$ cat config.mk
export PLATFORM = sky130hd
export DESIGN_NAME = pzs_encoder
export DESIGN_NICKNAME = d
export VERILOG_FILES = /design/src/rtl/pzs_pkg.sv /design/src/rtl/pzs_phase_track.sv /design/src/rtl/pzs_expander.sv /design/src/rtl/pzs_encoder.sv
export SDC_FILE = /design/constraint.sdc
export NUM_CORES = 1
export LEC_CHECK = 0
export BUFFER_PORTS_ARGS = -buffer_cell sky130_fd_sc_hd__buf_2
export CAP_MARGIN = 10
export CORE_UTILIZATION = 41
export DETAILED_ROUTE_END_ITERATION = 10
export PLACE_DENSITY = 0.7
export REMOVE_ABC_BUFFERS = 1
export SLEW_MARGIN = 20
export SYNTH_ARGS = -nofsm -noshare
export SYNTH_HDL_FRONTEND = slang
export SYNTH_SLANG_ARGS = --single-unit
export TNS_END_PERCENT = 20
$ cat constraint.sdc
create_clock -name clk_i -period 2 [get_ports clk_i]
set_input_delay 0.2 -clock clk_i [delete_from_list [all_inputs] [get_ports clk_i]]
set_output_delay 0.2 -clock clk_i [all_outputs]
set_load 0.05 [all_outputs]
$ cat src/rtl/pzs_pkg.sv
package pzs_pkg;
  localparam int WORD_W    = 16;
  localparam int BYTE_W    = 8;
  localparam int LABEL_W   = 6;
  localparam int FLAG_W    = WORD_W - LABEL_W - BYTE_W;
  localparam int IDX_W     = WORD_W - FLAG_W;
  localparam int BLK_BYTES = 1 << LABEL_W;
  localparam int BLK_WORDS = BLK_BYTES / 2;

  localparam logic [FLAG_W-1:0] FLAG_DATA  = 2'b00;
  localparam logic [FLAG_W-1:0] FLAG_BLOCK = 2'b10;

  // pending-source slots, lower index = higher priority
  localparam int NSRC  = 4;
  localparam int S_RAW = 0;
  localparam int S_BLK = 1;
  localparam int S_HI  = 2;
  localparam int S_LO  = 3;

  typedef enum logic [1:0] {PH_HDR, PH_STAT, PH_PAY, PH_TRL} phase_e;
endpackage

$ cat src/rtl/pzs_phase_track.sv
module pzs_phase_track
  import pzs_pkg::*;
#(
  parameter int HDR_WORDS  = 5,
  parameter int STAT_WORDS = 4,
  parameter int PAY_WORDS  = 4096,
  parameter int TRL_WORDS  = 5,
  localparam int MAXN = (PAY_WORDS > HDR_WORDS + STAT_WORDS + TRL_WORDS) ?
                        PAY_WORDS : HDR_WORDS + STAT_WORDS + TRL_WORDS,
  localparam int CW   = $clog2(MAXN + 1)
) (
  input  logic          clk_i,
  input  logic          rst_ni,
  input  logic          adv_i,
  output phase_e        phase_o,
  output logic [CW-1:0] idx_o
);
  phase_e        phase_q, phase_n;
  logic [CW-1:0] idx_q;
  logic [CW-1:0] last;

  always_comb begin
    unique case (phase_q)
      PH_HDR:  begin last = CW'(HDR_WORDS - 1);  phase_n = PH_STAT; end
      PH_STAT: begin last = CW'(STAT_WORDS - 1); phase_n = PH_PAY;  end
      PH_PAY:  begin last = CW'(PAY_WORDS - 1);  phase_n = PH_TRL;  end
      default: begin last = CW'(TRL_WORDS - 1);  phase_n = PH_HDR;  end
    endcase
  end

  always_ff @(posedge clk_i or negedge rst_ni) begin
    if (!rst_ni) begin
      phase_q <= PH_HDR;
      idx_q   <= '0;
    end else if (adv_i) begin
      if (idx_q == last) begin
        phase_q <= phase_n;
        idx_q   <= '0;
      end else begin
        idx_q   <= idx_q + 1'b1;
      end
    end
  end

  assign phase_o = phase_q;
  assign idx_o   = idx_q;

  AST_EVENT_WRAP: assert property (@(posedge clk_i) disable iff (!rst_ni)
    adv_i && phase_q == PH_TRL && idx_q == CW'(TRL_WORDS - 1)
    |=> phase_q == PH_HDR && idx_q == '0);
  AST_PAY_ENTRY: assert property (@(posedge clk_i) disable iff (!rst_ni)
    adv_i && phase_q == PH_STAT && idx_q == CW'(STAT_WORDS - 1)
    |=> phase_q == PH_PAY && idx_q == '0);
endmodule

$ cat src/rtl/pzs_expander.sv
module pzs_expander
  import pzs_pkg::*;
#(
  parameter int CW = 13
) (
  input  logic              clk_i,
  input  logic              rst_ni,
  input  logic              in_valid_i,
  output logic              in_ready_o,
  input  logic [WORD_W-1:0] in_data_i,
  input  logic              is_pay_i,
  input  logic [CW-1:0]     pay_idx_i,
  output logic              out_valid_o,
  input  logic              out_ready_i,
  output logic [WORD_W-1:0] out_data_o
);
  localparam int OFF_W = LABEL_W - 1;

  logic [NSRC-1:0]   pend_q, pend_new, sel, left;
  logic [WORD_W-1:0] word_q;
  logic [IDX_W-1:0]  blk_q;
  logic [OFF_W-1:0]  off_q;
  logic [31:0]       pidx;
  logic [OFF_W-1:0]  off_in;
  logic [IDX_W-1:0]  blk_in;
  logic              fire, take;

  assign pidx   = 32'(pay_idx_i);
  assign off_in = OFF_W'(pidx % BLK_WORDS);
  assign blk_in = IDX_W'(pidx / BLK_WORDS);

  always_comb begin
    pend_new        = '0;
    pend_new[S_RAW] = !is_pay_i;
    pend_new[S_BLK] = is_pay_i && off_in == '0;
    pend_new[S_HI]  = is_pay_i && in_data_i[WORD_W-1:BYTE_W] != '0;
    pend_new[S_LO]  = is_pay_i && in_data_i[BYTE_W-1:0] != '0;
  end

  // lowest set slot wins
  assign sel         = pend_q & (~pend_q + 1'b1);
  assign out_valid_o = |pend_q;
  assign fire        = out_valid_o && out_ready_i;
  assign left        = fire ? (pend_q & ~sel) : pend_q;
  assign in_ready_o  = left == '0;
  assign take        = in_valid_i && in_ready_o;

  always_comb begin
    out_data_o = word_q;
    if (sel[S_BLK])     out_data_o = {FLAG_BLOCK, blk_q};
    else if (sel[S_HI]) out_data_o = {FLAG_DATA, off_q, 1'b0, word_q[WORD_W-1:BYTE_W]};
    else if (sel[S_LO]) out_data_o = {FLAG_DATA, off_q, 1'b1, word_q[BYTE_W-1:0]};
  end

  always_ff @(posedge clk_i or negedge rst_ni) begin
    if (!rst_ni) begin
      pend_q <= '0;
      word_q <= '0;
      blk_q  <= '0;
      off_q  <= '0;
    end else if (take) begin
      pend_q <= pend_new;
      word_q <= in_data_i;
      blk_q  <= blk_in;
      off_q  <= off_in;
    end else begin
      pend_q <= left;
    end
  end

  AST_HOLD_STABLE: assert property (@(posedge clk_i) disable iff (!rst_ni)
    out_valid_o && !out_ready_i |=> out_valid_o && $stable(out_data_o));
  AST_IDLE_READY: assert property (@(posedge clk_i) disable iff (!rst_ni)
    !out_valid_o |-> in_ready_o);
  AST_RAW_ALONE: assert property (@(posedge clk_i) disable iff (!rst_ni)
    pend_q[S_RAW] |-> $countones(pend_q) == 1);
  AST_BYTE_NONZERO: assert property (@(posedge clk_i) disable iff (!rst_ni)
    out_valid_o && (sel[S_HI] || sel[S_LO]) |-> out_data_o[BYTE_W-1:0] != '0);
  AST_HI_BEFORE_LO: assert property (@(posedge clk_i) disable iff (!rst_ni)
    fire && sel[S_HI] && pend_q[S_LO] |=> out_valid_o && out_data_o[BYTE_W] == 1'b1);
endmodule

$ cat src/rtl/pzs_encoder.sv
module pzs_encoder
  import pzs_pkg::*;
#(
  parameter int HDR_WORDS  = 5,
  parameter int STAT_WORDS = 4,
  parameter int PAY_WORDS  = 4096,
  parameter int TRL_WORDS  = 5,
  localparam int MAXN = (PAY_WORDS > HDR_WORDS + STAT_WORDS + TRL_WORDS) ?
                        PAY_WORDS : HDR_WORDS + STAT_WORDS + TRL_WORDS,
  localparam int CW   = $clog2(MAXN + 1)
) (
  input  logic        clk_i,
  input  logic        rst_ni,
  input  logic        in_valid_i,
  output logic        in_ready_o,
  input  logic [15:0] in_data_i,
  output logic        out_valid_o,
  input  logic        out_ready_i,
  output logic [15:0] out_data_o
);
  phase_e        phase;
  logic [CW-1:0] idx;
  logic          adv;

  assign adv = in_valid_i && in_ready_o;

  pzs_phase_track #(
    .HDR_WORDS (HDR_WORDS),
    .STAT_WORDS(STAT_WORDS),
    .PAY_WORDS (PAY_WORDS),
    .TRL_WORDS (TRL_WORDS)
  ) u_track (
    .clk_i  (clk_i),
    .rst_ni (rst_ni),
    .adv_i  (adv),
    .phase_o(phase),
    .idx_o  (idx)
  );

  pzs_expander #(.CW(CW)) u_expand (
    .clk_i      (clk_i),
    .rst_ni     (rst_ni),
    .in_valid_i (in_valid_i),
    .in_ready_o (in_ready_o),
    .in_data_i  (in_data_i),
    .is_pay_i   (phase == PH_PAY),
    .pay_idx_i  (idx),
    .out_valid_o(out_valid_o),
    .out_ready_i(out_ready_i),
    .out_data_o (out_data_o)
  );
endmodule

==> results of run 1 <==
kinds of logic (layout without fill, tap and decap cells):
family	after synthesis	after routing	synth area share
DFF	48	48	0.467
and+or+nand+nor	81	81	0.158
buffers and inverters	22	86	0.0414
adders and majority gates	6	6	0.0292
xor gates and xnor gates	2	2	0.00681
AOI/OAI and AO/OA	59	59	0.158
muxes	32	32	0.140
cell usage in the layout (no fill, tap or decap), drive strengths merged, types with 4 or more instances in the layout:
master,count
buf,66
dfrtp,48
mux2,31
nand2,28
o21ai,25
nor2,14
a22oi,13
a22o,8
inv,8
nor3,8
clkbuf,8
nor2b,6
ha,6
nor4,5
and3,5
nand3,4
per-stage QoR:
stage | hold slack [ns] | TNS (ns) | setup WS [ns] | power, mW | instance area [sq um]
2_1_floorplan | -0.0956 | -60.26 | -1.36 | 3.64 | 2490
3_5_place_dp | 0.232 | -0.862 | -0.0946 | 4.67 | 3040
5_1_grt | 0.128 | -0.0701 | -0.0357 | 5.94 | 3300
6_report | 0.130 | 0 | 0.0362 | 5.59 | 3300
4_1_cts | 0.123 | -0.308 | -0.0544 | 5.34 | 3180
3_3_place_gp | 0.224 | -0.149 | -0.0411 | 4.62 | 3040
report_power, final:
part	switching, mW	internal, mW
logic	2.07	1.34
clock network	0.329	0.244
registers	0.327	1.28
registers in the layout, indices dropped and copies added, names as in the netlist:
name,count
u_expand.blk_q,8
u_expand.off_q,5
u_expand.pend_q,4
u_expand.word_q,16
u_track.idx_o,13
u_track.phase_o,2
tightest hold or removal path, delay by kind of cell:
kind,cells,cell delay [ns]
AO/OA/AOI/OAI,1,0.06
buffers and inverters,1,0.09
AND/OR/NAND/NOR,1,0.05
path summary, 6_finish.rpt:
check / to / depth (start not counted) / slack, ns / start
setup / recovery: u_track.idx_o[8] / 7 / 0.04 / u_track.phase_o[1]
hold / removal: u_expand.word_q[15] / 3 / 0.13 / in_data_i[15]
setup reg to reg: u_track.idx_o[8] / 7 / 0.04 / u_track.phase_o[1]
hold reg to reg: u_expand.word_q[3] / 1 / 0.52 / u_expand.word_q[3]
max in group asynchronous: u_track.idx_o[12] / 3 / 0.95 / rst_ni
min in group asynchronous: u_expand.blk_q[4] / 2 / 0.42 / rst_ni
metal layers:
layer | track usage | vias to the layer above | part of all wire
li1 | - | 1041 | -
met1 | 0.296 | 1096 | 0.49
met2 | 0.320 | 48 | 0.47
met3 | 0.0326 | 4 | 0.028
met4 | 0.0732 | 0 | 0.0087
met5 | 0 | - | 0
what timing repair did:
| item | in CTS | in global routing |
|---|---|---|
| setup endpoints to repair | 19 | 32 |
| cloned | 0 | 0 |
| setup buffers | 0 | 4 |
| gates resized for setup | 15 | 33 |
| hold buffers | 1 | 0 |
| pin swaps | 6 | 7 |
| hold endpoints to repair | 22 | 0 |
cell type report:
cell class	instances	area, sq um
Inverter	8	30.0
Clock buffer	5	68.8
Fill cell	531	2690
Clock inverter	3	18.8
Sequential cell	48	1200
Tap cell	75	93.8
Multi-Input combinational cell	180	1360
Timing Repair Buffer	70	532
==> metrics.log, run 1 <==
INFO  metric detailroute.via_count = ~2,200
INFO  metric synth.cells.most_frequent = dfrtp_1 (48), mux2_2 (31), nand2_1 (28), o21ai_0 (24), nor2_1 (14)
INFO  metric syn_area_per_cell = 10.3 sq um
INFO  metric detailedRoute.firstPassIterationCount = 4
INFO  metric routabilityCongestion = 0.884
INFO  metric post-synth-top-count-cell = dfrtp_1
INFO  metric first_global_vias = 2,040
INFO  metric grt_antenna_before_repair = 0
INFO  metric final_max_slew_viols = 0
INFO  metric yosys.area.top_type_share = 0.467
INFO  metric fmax = around 510 MHz
INFO  metric p_leak = 1.54 nW
INFO  metric max_stage_delay = 0.43 ns
INFO  metric floorplan.die.width = 81.2 microns
INFO  metric globalRouteTotalUtil = 0.208
INFO  metric die-area = 0.00659 sq mm
INFO  metric postSynth.asyncResetShare = 1.00
INFO  metric tightestPinTransition = approximately 0.56 ns
INFO  metric crit_chain = ha_4 -> or4_4 -> nor3_4 -> o221a_4 -> buf_6 -> nor2b_4 -> a221o_1
INFO  metric outcome = finished clean
INFO  metric grt-ovfl-total = 0
INFO  metric cp_data_required_time = 2.19 ns
INFO  metric area_growth_syn_to_layout = 28.5%
INFO  metric final_core_utilization = 0.551
INFO  metric timing.max_cap.violations = 0
INFO  metric hold_wc_path_type = in2reg
INFO  metric synthesis.yosys.warnings = 0
INFO  metric seq_area_frac_synth = 0.467
INFO  metric synth_top_cells_by_area = dfrtp_1 (47%), mux2_2 (14%), o21ai_0 (4.7%)
INFO  metric dp_hpwl = approximately 4700 microns
INFO  metric layout_min_cycle_time = between 1.5 and 2 ns
INFO  metric clock_tree_from_tritoncts = yes
INFO  metric instances_no_fill = 389
INFO  metric netlist.top_cell.by_area = dfrtp_1
INFO  metric cts.clk_slew.worst_paths = 0.09 ns
INFO  metric grt_pass1_wl = 10,100 microns
INFO  metric power_per_cell_area = 1690 mW/mm^2
INFO  metric crit_arrival = 2.15 ns
INFO  metric syn_area = 0.00257 sq mm
INFO  metric worstSetupStartpointType = flop
INFO  metric worst-path-buf-inv = 1
INFO  metric floorplan.io_pins = 38
INFO  metric detail-route-antenna-nets = 0
INFO  metric power.ir.vdd_worst = ~1.3 mV
INFO  metric first_iter_violations = between 150 and 200
INFO  metric root_buffer = clkbuf_8
INFO  metric yosys_most_used_dff = dfrtp_1
INFO  metric postSynthRegisterBits = 48
INFO  metric wl_per_cell = 16.5 microns
INFO  metric cpMaxStageDelayCell = dfrtp_1
INFO  metric number_of_flops_mapped_to_enable_cells_by_yosys = 0
INFO  metric max-slew-margin-rel = 0.626
INFO  metric fin_worst_skew = 0.00626 ns
INFO  metric min_period_over_period = 0.982
INFO  metric grt_max_degree = 25
INFO  metric cts_made_buffers = 5
INFO  metric start_util = 0.429
INFO  metric placed_cells = 376
INFO  metric place.port_buffers = 37
INFO  metric rsz_0062_raised_after_global_routing = yes
INFO  metric setup_viol = 0
INFO  metric antenna_cells_inserted = 0
INFO  metric drc_errors = 0
INFO  metric detailed_route_wl = 6440 microns
INFO  metric drive_gt1_frac = 0.411
INFO  metric critical_path_class = reg2reg
INFO  metric tritoncts_num_sinks = 48
INFO  metric h_tree_depth_reported_by_cts = 2
INFO  metric clock_path_buffers = 2
INFO  metric crit_path_end_kind = flop
INFO  metric synthDistinctLibCells = 41
INFO  metric die_height = roughly 80 microns
INFO  metric via_per_inst = ~5.6
INFO  metric core = 0.00599 sq mm
INFO  metric core.rowCount = 28
INFO  metric netlist_instances = 250
INFO  metric cpLargestDelayFamily = simple AND/OR/NAND/NOR gates
INFO  metric final_net_count = around 340
INFO  metric insertion_delay = about 0.30 ns
INFO  metric worstPathMaxFanout = 7
INFO  metric hold_viol_final = 0
(Power assumes the default switching activity.)
==> inputs of run 2 (changes only) <==
--- a/config.mk
+++ b/config.mk
@@ -5,11 +5,12 @@
 export SDC_FILE = /design/constraint.sdc
 export NUM_CORES = 1
 export LEC_CHECK = 0
+export ABC_AREA = 1
 export BUFFER_PORTS_ARGS = -buffer_cell sky130_fd_sc_hd__buf_2
 export CAP_MARGIN = 10
 export CORE_UTILIZATION = 41
 export DETAILED_ROUTE_END_ITERATION = 10
-export PLACE_DENSITY = 0.7
+export PLACE_DENSITY = 0.69
 export REMOVE_ABC_BUFFERS = 1
 export SLEW_MARGIN = 20
 export SYNTH_ARGS = -nofsm -noshare
==> run 2 against run 1 <==
Hold slack worse by 0.031 ns. Synthesized cell count up 70%. Cell count up 44%. Via count up 25%. Setup slack better by 0.061 ns. Routed wire length up 8.7%. Count of clock-buffer cells in the layout unchanged. First-iteration DRC count down 33%. Fmax up 3.2%. Area after synthesis up 14%.
==> metrics.log, run 2 <==
INFO  metric cp-startpoint = u_expand.pend_q[0]
INFO  metric die-area = 0.00751 sq mm (+14%)
INFO  metric worstPathMaxFanout = 16 (+9)
INFO  metric grt_most_used_layer = met2
INFO  metric power_per_cell_area = 1670 mW/mm^2 (-1.5%)
INFO  metric crit_path_end_kind = output port
INFO  metric critical_path.most_common_cell = o21ai_0
INFO  metric most-common-layout-cells = nand2_1 (164), inv_1 (49), dfrtp_1 (46)
INFO  metric grt.met1_usage = 0.264 (-0.0323)
INFO  metric max-slew-margin-rel = 0.701 (+0.0750)
INFO  metric leading_cell_type_in_the_layout_fill_and_taps_excluded = nand2_1
INFO  metric max_stage_delay = 0.48 ns (+0.05 ns)
INFO  metric tightestPinTransition = 0.445 ns (-0.117 ns)
INFO  metric hold-worst-slack = 0.0988 ns (-0.0314 ns)
INFO  metric clock_tree_from_tritoncts = yes
INFO  metric cpLargestDelayFamily = flip-flops
INFO  metric use_met2 = 0.349 (+0.0290)
INFO  metric netlist.top_cell.by_area = dfrtp_1
INFO  metric yosys_most_used_dff = dfrtp_1
INFO  metric number_of_flops_mapped_to_enable_cells_by_yosys = 0 (unchanged)
INFO  metric worstRegToRegCells = 11 (+4)
INFO  metric grt_pass1_wl = 11,900 microns (+18%)
INFO  metric floorplan.die.width = 86.7 microns (+6.7%)
INFO  metric syn_area = 0.00294 sq mm (+14%)
INFO  metric cp_data_required_time = 1.80 ns (-0.39 ns)
INFO  metric largest_reg_flops = 16 (unchanged)
INFO  metric holdPathEnd = u_expand.word_q[11]
INFO  metric worstHoldPathCells = 3 (unchanged)
INFO  metric share_of_the_synthesized_area_in_compound_gates_ao_oa_aoi_oai = 0.103 (-0.0546)
INFO  metric yosys.area_share.simple = 0.327 (+0.169)
INFO  metric rsz_0062_raised_after_global_routing = yes
INFO  metric setup_viol = 0 (unchanged)
INFO  metric wl_per_cell = 12.5 microns (-24%)
INFO  metric detail-route-antenna-nets = 0 (unchanged)
INFO  metric core.rowCount = 30 (+7.1%)
INFO  metric placed_cells = 551 (+47%)
INFO  metric grt_max_degree = 50 (+100%)
INFO  metric timing.max_cap.violations = 0 (unchanged)
INFO  metric postSynth.asyncResetShare = 1.00 (unchanged)
INFO  metric instances_no_fill = 560 (+44%)
INFO  metric fmax = 526 MHz (+3.2%)
INFO  metric drc_errors = 0 (unchanged)
INFO  metric seq_area_frac_synth = 0.409 (-0.0583)
INFO  metric h_tree_depth_reported_by_cts = 2 (unchanged)
INFO  metric start_util = 0.428 (-0.00151)
INFO  metric outcome = finished clean
INFO  metric detailroute.via_count = 2,726 (+25%)
INFO  metric yosys.area.top_type_share = 0.409 (-0.0583)
INFO  metric drive_gt1_frac = 0.144 (-0.266)
INFO  metric first_global_vias = 2,609 (+28%)
INFO  metric r2r-start = u_track.phase_o[1]
INFO  metric synth_xor_area_frac = 0.0239 (+0.0170)
INFO  metric detailed_route_wl = 7000 microns (+8.7%)
INFO  metric post-synth-top-count-cell = nand2_1
INFO  metric cts_made_buffers = 5 (unchanged)
INFO  metric p_leak = 1.82 nW (+19%)
INFO  metric first_iter_violations = 128 (-33%)
INFO  metric cts.clk_slew.worst_paths = 0.10 ns (about the same)
INFO  metric timing.hold.worst.start = in_data_i[11]
INFO  metric via_per_inst = 4.87 (-13%)
INFO  metric insertion_delay = 0.31 ns (about the same)
INFO  metric r2r-end = u_track.idx_o[10]
INFO  metric synth_top_family_by_area = simple AND/OR/NAND/NOR gates
INFO  metric grtUsageMet3 = 0.0305 (-0.00211)
INFO  metric floorplan.io_pins = 38 (unchanged)
INFO  metric fin_worst_skew = 0.0107 ns (+0.00445 ns)
INFO  metric root_buffer = clkbuf_8
INFO  metric layout_min_cycle_time = 1.90 ns (-0.0614 ns)
INFO  metric crit_chain = nor2_4 -> nand2_4 -> nand2_1 -> o21ai_0 -> o21ai_0 -> buf_2
INFO  metric synth.cells.most_frequent = nand2_1 (166), inv_1 (49), dfrtp_1 (48), o21ai_0 (42), nor2_1 (33)
INFO  metric synthMuxAreaShare = 0 (-0.140)
INFO  metric synthAdderAreaFrac = 0.0294 (+0.000190)
INFO  metric grt-ovfl-total = 0 (unchanged)
INFO  metric rrSetupSlack = 0.19 ns (+0.15 ns)
INFO  metric critical_path_class = reg2out
INFO  metric detailedRoute.firstPassIterationCount = 5 (+1)
INFO  metric dp_hpwl = 5110 microns (+8.7%)
INFO  metric antenna_cells_inserted = 0 (unchanged)
INFO  metric synthDistinctLibCells = 25 (-39%)
INFO  metric hold_viol_final = 0 (unchanged)
INFO  metric min_period_over_period = 0.951 (-0.0307)
INFO  metric netlist_instances = 426 (+70%)
INFO  metric power.ir.vdd_worst = 0.391 mV (-71%)
INFO  metric postSynthRegisterBits = 48 (unchanged)
INFO  metric place.port_buffers = 37 (unchanged)
INFO  metric final_net_count = 489 (+44%)
INFO  metric die_height = 86.7 microns (+6.7%)
INFO  metric hold_wc_path_type = in2reg
INFO  metric top_register = u_expand.word_q
INFO  metric globalRouteTotalUtil = 0.203 (-0.00483)
INFO  metric grt_antenna_before_repair = 0 (unchanged)
INFO  metric synth_top_cells_by_area = dfrtp_1 (41%), nand2_1 (21%), o21ai_0 (7.2%)
INFO  metric final_max_slew_viols = 0 (unchanged)
INFO  metric crit_arrival = 1.70 ns (-0.45 ns)
INFO  metric tritoncts_num_sinks = 48 (unchanged)
INFO  metric worst-path-buf-inv = 1 (unchanged)
INFO  metric cts_setup_buffers = 0 (unchanged)
INFO  metric area_growth_syn_to_layout = 16.2%
INFO  metric core = 0.00687 sq mm (+15%)
INFO  metric worstSetupStartpointType = flop
INFO  metric cpMaxStageDelayCell = dfrtp_2
INFO  metric clock_path_buffers = 2 (unchanged)
INFO  metric synthesis.yosys.warnings = 0 (unchanged)
INFO  metric routabilityCongestion = 0.896 (+1.4%)
INFO  metric syn_area_per_cell = 6.90 sq um (-33%)
## run 2: cell types whose count changed after synthesis, sizes merged, moves of 7 or more
cell   change
a22o       -8
a22oi     -13
inv       +44
mux2      -31
nand2    +139
nand3     +22
nor2      +21
o21ai     +24
xor2       +7
## run 2: worst max-delay path by stage
stage / endpoint / slack (ns) / cells past startpoint
2_1_floorplan: out_data_o[0] / -0.29 / 5
3_3_place_gp: u_track.idx_o[6] / 0.13 / 11
3_5_place_dp: out_data_o[7] / 0.03 / 6
4_1_cts: out_data_o[12] / 0.02 / 5
5_1_grt: out_data_o[12] / -0.05 / 5
6_report: out_data_o[3] / 0.1 / 6
## run 2: report_power, final
| part | switching (mW) | total [mW] | internal (mW) |
|---|---|---|---|
| clock | 0.357 | 0.861 | 0.504 |
| combinational | 2.34 | 3.35 | 1.01 |
| sequential | 0.232 | 1.49 | 1.26 |
## run 2: kinds of logic after synthesis
kind of cell,after synthesis
AND/OR/NAND/NOR,235
AO/OA/AOI/OAI,59
adder cells (fa/ha/maj),7
XOR/XNOR,8
buffers and inverters,69
flip-flops,48
## run 2: metrics by stage
step | utilization | setup slack [ns] | area, sq um | setup TNS (ns) | power (mW)
3_5_place_dp | 0.468 | 0.0298 | 3210 | 0 | 4.69
2_1_floorplan | - | -0.288 | 2820 | -3.49 | 3.81
6_report | 0.497 | 0.0975 | 3410 | 0 | 5.70
5_1_grt | 0.497 | -0.0457 | 3410 | -0.0467 | 6.12
3_3_place_gp | 0.468 | 0.132 | 3210 | 0 | 4.62
4_1_cts | 0.493 | 0.0179 | 3380 | 0 | 5.61
## run 2: layout make-up
class / count / area [sq um]
Fill cell: 693 / 3450
Multi-Input combinational cell: 309 / 1440
Sequential cell: 48 / 1200
Timing Repair Buffer: 47 / 315
Inverter: 52 / 195
Tap cell: 96 / 120
Clock buffer: 5 / 68.8
Clock inverter: 3 / 68.8
## run 2: worst min-delay path, delay by kind of cell
family | cells | cell delay (ns)
AND/OR/NAND/NOR | 2 | 0.10
buffers and inverters | 1 | 0.09
## run 2: metal layers
metal  vias up  share of wire  wire, microns
met5         -              0              0
met4         0          0.016            115
met3        11          0.039            271
met2        64           0.47           3310
met1      1254           0.47           3300
li1       1397              -              -
## run 2: what timing repair did
action                     in CTS  in global routing
hold buffers                    1                  0
gates resized for setup         7                 21
hold endpoints to repair       13                  0
setup endpoints to repair       9                 27
pin swaps                       0                  2
==> inputs of run 3 (changes only) <==
==> constraint.sdc (replaced) <==
create_clock -name clk_i -period 1.7 [get_ports clk_i]
set_input_delay 0.17 -clock clk_i [delete_from_list [all_inputs] [get_ports clk_i]]
set_output_delay 0.17 -clock clk_i [all_outputs]
set_load 0.05 [all_outputs]
==> run 3 against run 2 <==
The run now ends with negative setup slack left. First-iteration DRC count is 7.0% higher. Die area stayed put. Sequential share of layout area is 4.6 points lower. Non-clock buffer count is 27 higher. Power is 36% higher.
==> metrics.log, run 3 (synthesis gave the netlist of run 2 again) <==
INFO  metric violations_in_the_final_reports = negative setup slack
INFO  metric floorplan.die.width = 86.7 microns (unchanged)
INFO  metric worstRegToRegCells = 12 (+1)
INFO  metric p_leak = 1.99 nW (+9.3%)
INFO  metric finalPower = 7.73 mW (+36%)
INFO  metric place.port_buffers = 37 (unchanged)
INFO  metric dp_hpwl = 5330 microns (+4.3%)
INFO  metric crit_path_end_kind = output port
INFO  metric final_net_count = 516 (+5.5%)
INFO  metric detail-route-antenna-nets = 0 (unchanged)
INFO  metric clock_tree_from_tritoncts = yes
INFO  metric cts.clk_slew.worst_paths = 0.10 ns (about the same)
INFO  metric core = 0.00687 sq mm (unchanged)
INFO  metric die_height = 86.7 microns (unchanged)
INFO  metric root_buffer = clkbuf_8
INFO  metric via_per_inst = 4.97 (+2.0%)
INFO  metric cp-endpoint = out_data_o[12]
INFO  metric hold_wc_path_type = in2reg
INFO  metric cts_made_buffers = 5 (unchanged)
INFO  metric routabilityCongestion = 0.868 (-3.1%)
INFO  metric top_register = u_expand.word_q
INFO  metric leading_cell_type_in_the_layout_fill_and_taps_excluded = nand2_1
INFO  metric final_max_slew_viols = 0 (unchanged)
INFO  metric first_iter_violations = 137 (+7.0%)
INFO  metric drive_gt1_frac = 0.283 (+0.139)
INFO  metric first_global_vias = 2,785 (+6.7%)
INFO  metric cp-startpoint = u_expand.pend_q[1]
INFO  metric most-common-layout-cells = nand2_1 (159), dfrtp_1 (47), inv_1 (42)
INFO  metric fmax = about 540 MHz
INFO  metric power_per_cell_area = 1970 mW/mm^2 (+18%)
INFO  metric crit_arrival = 1.69 ns (about the same)
INFO  metric dp_worst_setup_slack = -0.0500 ns (-0.0797 ns)
INFO  metric power.ir.vdd_worst = 0.570 mV (+46%)
INFO  metric core.rowCount = 30 (unchanged)
INFO  metric worstSetupStartpointType = flop
INFO  metric r2r-start = u_track.phase_o[1]
INFO  metric grt_pass1_wl = 13,000 microns (+8.6%)
INFO  metric floorplan.io_pins = 38 (unchanged)
INFO  metric placed_cell_area = 0.00335 sq mm (+4.3%)
INFO  metric hold_viol_final = 0 (unchanged)
INFO  metric rsz_0062_raised_after_global_routing = yes
INFO  metric tritoncts_num_sinks = 48 (unchanged)
INFO  metric r2r-end = u_track.idx_o[5]
INFO  metric globalRouteTotalUtil = 0.220 (+0.0161)
INFO  metric clock_path_buffers = 2 (unchanged)
INFO  metric area_growth_syn_to_layout = 33.6%
INFO  metric worstPathMaxFanout = 5 (-11)
INFO  metric instances_no_fill = 587 (+4.8%)
INFO  metric critical_path_class = reg2out
INFO  metric drc_errors = 0 (unchanged)
INFO  metric layout_min_cycle_time = 1.86 ns
INFO  metric detailroute.via_count = 2,916 (+7.0%)
INFO  metric timing.max_cap.violations = 0 (unchanged)
INFO  metric finalWorstSetupSlack = -0.157 ns (-0.254 ns)
INFO  metric h_tree_depth_reported_by_cts = 2 (unchanged)
INFO  metric detailed_route_wl = 7700 microns (+10%)
INFO  metric cp_data_required_time = 1.53 ns (-0.27 ns)
INFO  metric grt-ovfl-total = 0 (unchanged)
INFO  metric largest_reg_flops = 16 (unchanged)
INFO  metric antenna_cells_inserted = 0 (unchanged)
INFO  metric wl_per_cell = 13.1 microns (+5.0%)
INFO  metric rrSetupSlack = -0.01 ns (-0.20 ns)
INFO  metric start_util = 0.428 (unchanged)
INFO  metric outcome = finished with violations
INFO  metric fin_worst_skew = 0.0150 ns (+0.00428 ns)
INFO  metric insertion_delay = 0.31 ns (about the same)
INFO  metric grt_max_degree = 30 (-40%)
INFO  metric max-slew-margin-rel = 0.714 (+0.0137)
INFO  metric setup_viol = 18 (+18)
INFO  metric min_period_over_period = 1.09
INFO  metric tightestPinTransition = 0.429 ns (-0.0164 ns)
INFO  metric stdcell_area = 0.00393 sq mm (+15%)
INFO  metric detailedRoute.firstPassIterationCount = 4 (-1)
INFO  metric die-area = 0.00751 sq mm (unchanged)
INFO  metric placed_cells = 566 (+2.7%)
INFO  metric grt_antenna_before_repair = 0 (unchanged)
## run 3: cell count changes in the layout (fill, tap and decap cells not counted), moves of 7 or more
cell and change:
buf_4 +7, buf_6 +23, inv_1 -7, nand3_1 -8, nand3_2 +8, o21ai_0 -19
o21ai_1 +8, o21ai_2 +11
## run 3: worst min path at each step
| stage | startpoint | end | slack (ns) | cells after the start |
|---|---|---|---|---|
| detailed placement | rst_ni | u_expand.word_q[1] | 0.13 | 1 |
| floorplan | rst_ni | u_expand.blk_q[0] | -0.13 | 0 |
| finish | in_data_i[13] | u_expand.word_q[13] | 0.07 | 3 |
| global route | in_data_i[6] | u_expand.word_q[6] | 0.06 | 3 |
| global placement | rst_ni | u_expand.word_q[3] | 0.12 | 1 |
| CTS | in_data_i[13] | u_expand.word_q[13] | 0.06 | 3 |
## run 3: cell type report
| type | count | area, sq um |
|---|---|---|
| inverters | 52 | 203 |
| fillers | 646 | 2940 |
| repair buffers | 74 | 672 |
| multi-input cells | 309 | 1630 |
| clock buffers | 6 | 82.6 |
| flip-flops and latches | 48 | 1200 |
| clock inverters | 2 | 15.0 |
| well taps | 96 | 120 |
## run 3: per-layer routing
layer,up-vias,global-route usage,part of all wire
met5,-,0,0
met4,0,0.0697,0.019
met3,15,0.0410,0.036
met2,74,0.384,0.50
met1,1366,0.274,0.44
li1,1461,-,-
## run 3: what timing repair did
item,in CTS,in global routing
endpoints found under the hold margin,17,0
pin swaps,6,17
setup buffers,6,3
setup endpoints to repair,32,62
gates resized for setup,76,62
hold buffers,1,0
cloned,3,0
## run 3: power breakdown
group / total, mW / internal [mW] / switching, mW / leakage, nW
clock: 0.739 / 0.330 / 0.409 / 0.0434
sequential: 1.77 / 1.48 / 0.293 / 0.623
combinational: 5.22 / 2.03 / 3.19 / 1.33
## run 3: through the flow
step           hold WS, ns    TNS, ns  utilization
3_5_place_dp         0.130     -0.441        0.488
6_report            0.0686      -1.60        0.572
4_1_cts             0.0570      -1.56        0.539
5_1_grt             0.0559      -4.28        0.572
2_1_floorplan       -0.126      -9.91            -
3_3_place_gp         0.125  -0.000423        0.488
## run 3: worst max-delay path: stages (launching register included)
cell and delay, ns:
dfrtp_2 0.46, buf_6 0.13, nor3_4 0.23, buf_6 0.17, o21ai_2 0.06, a21oi_2 0.15, buf_6 0.18
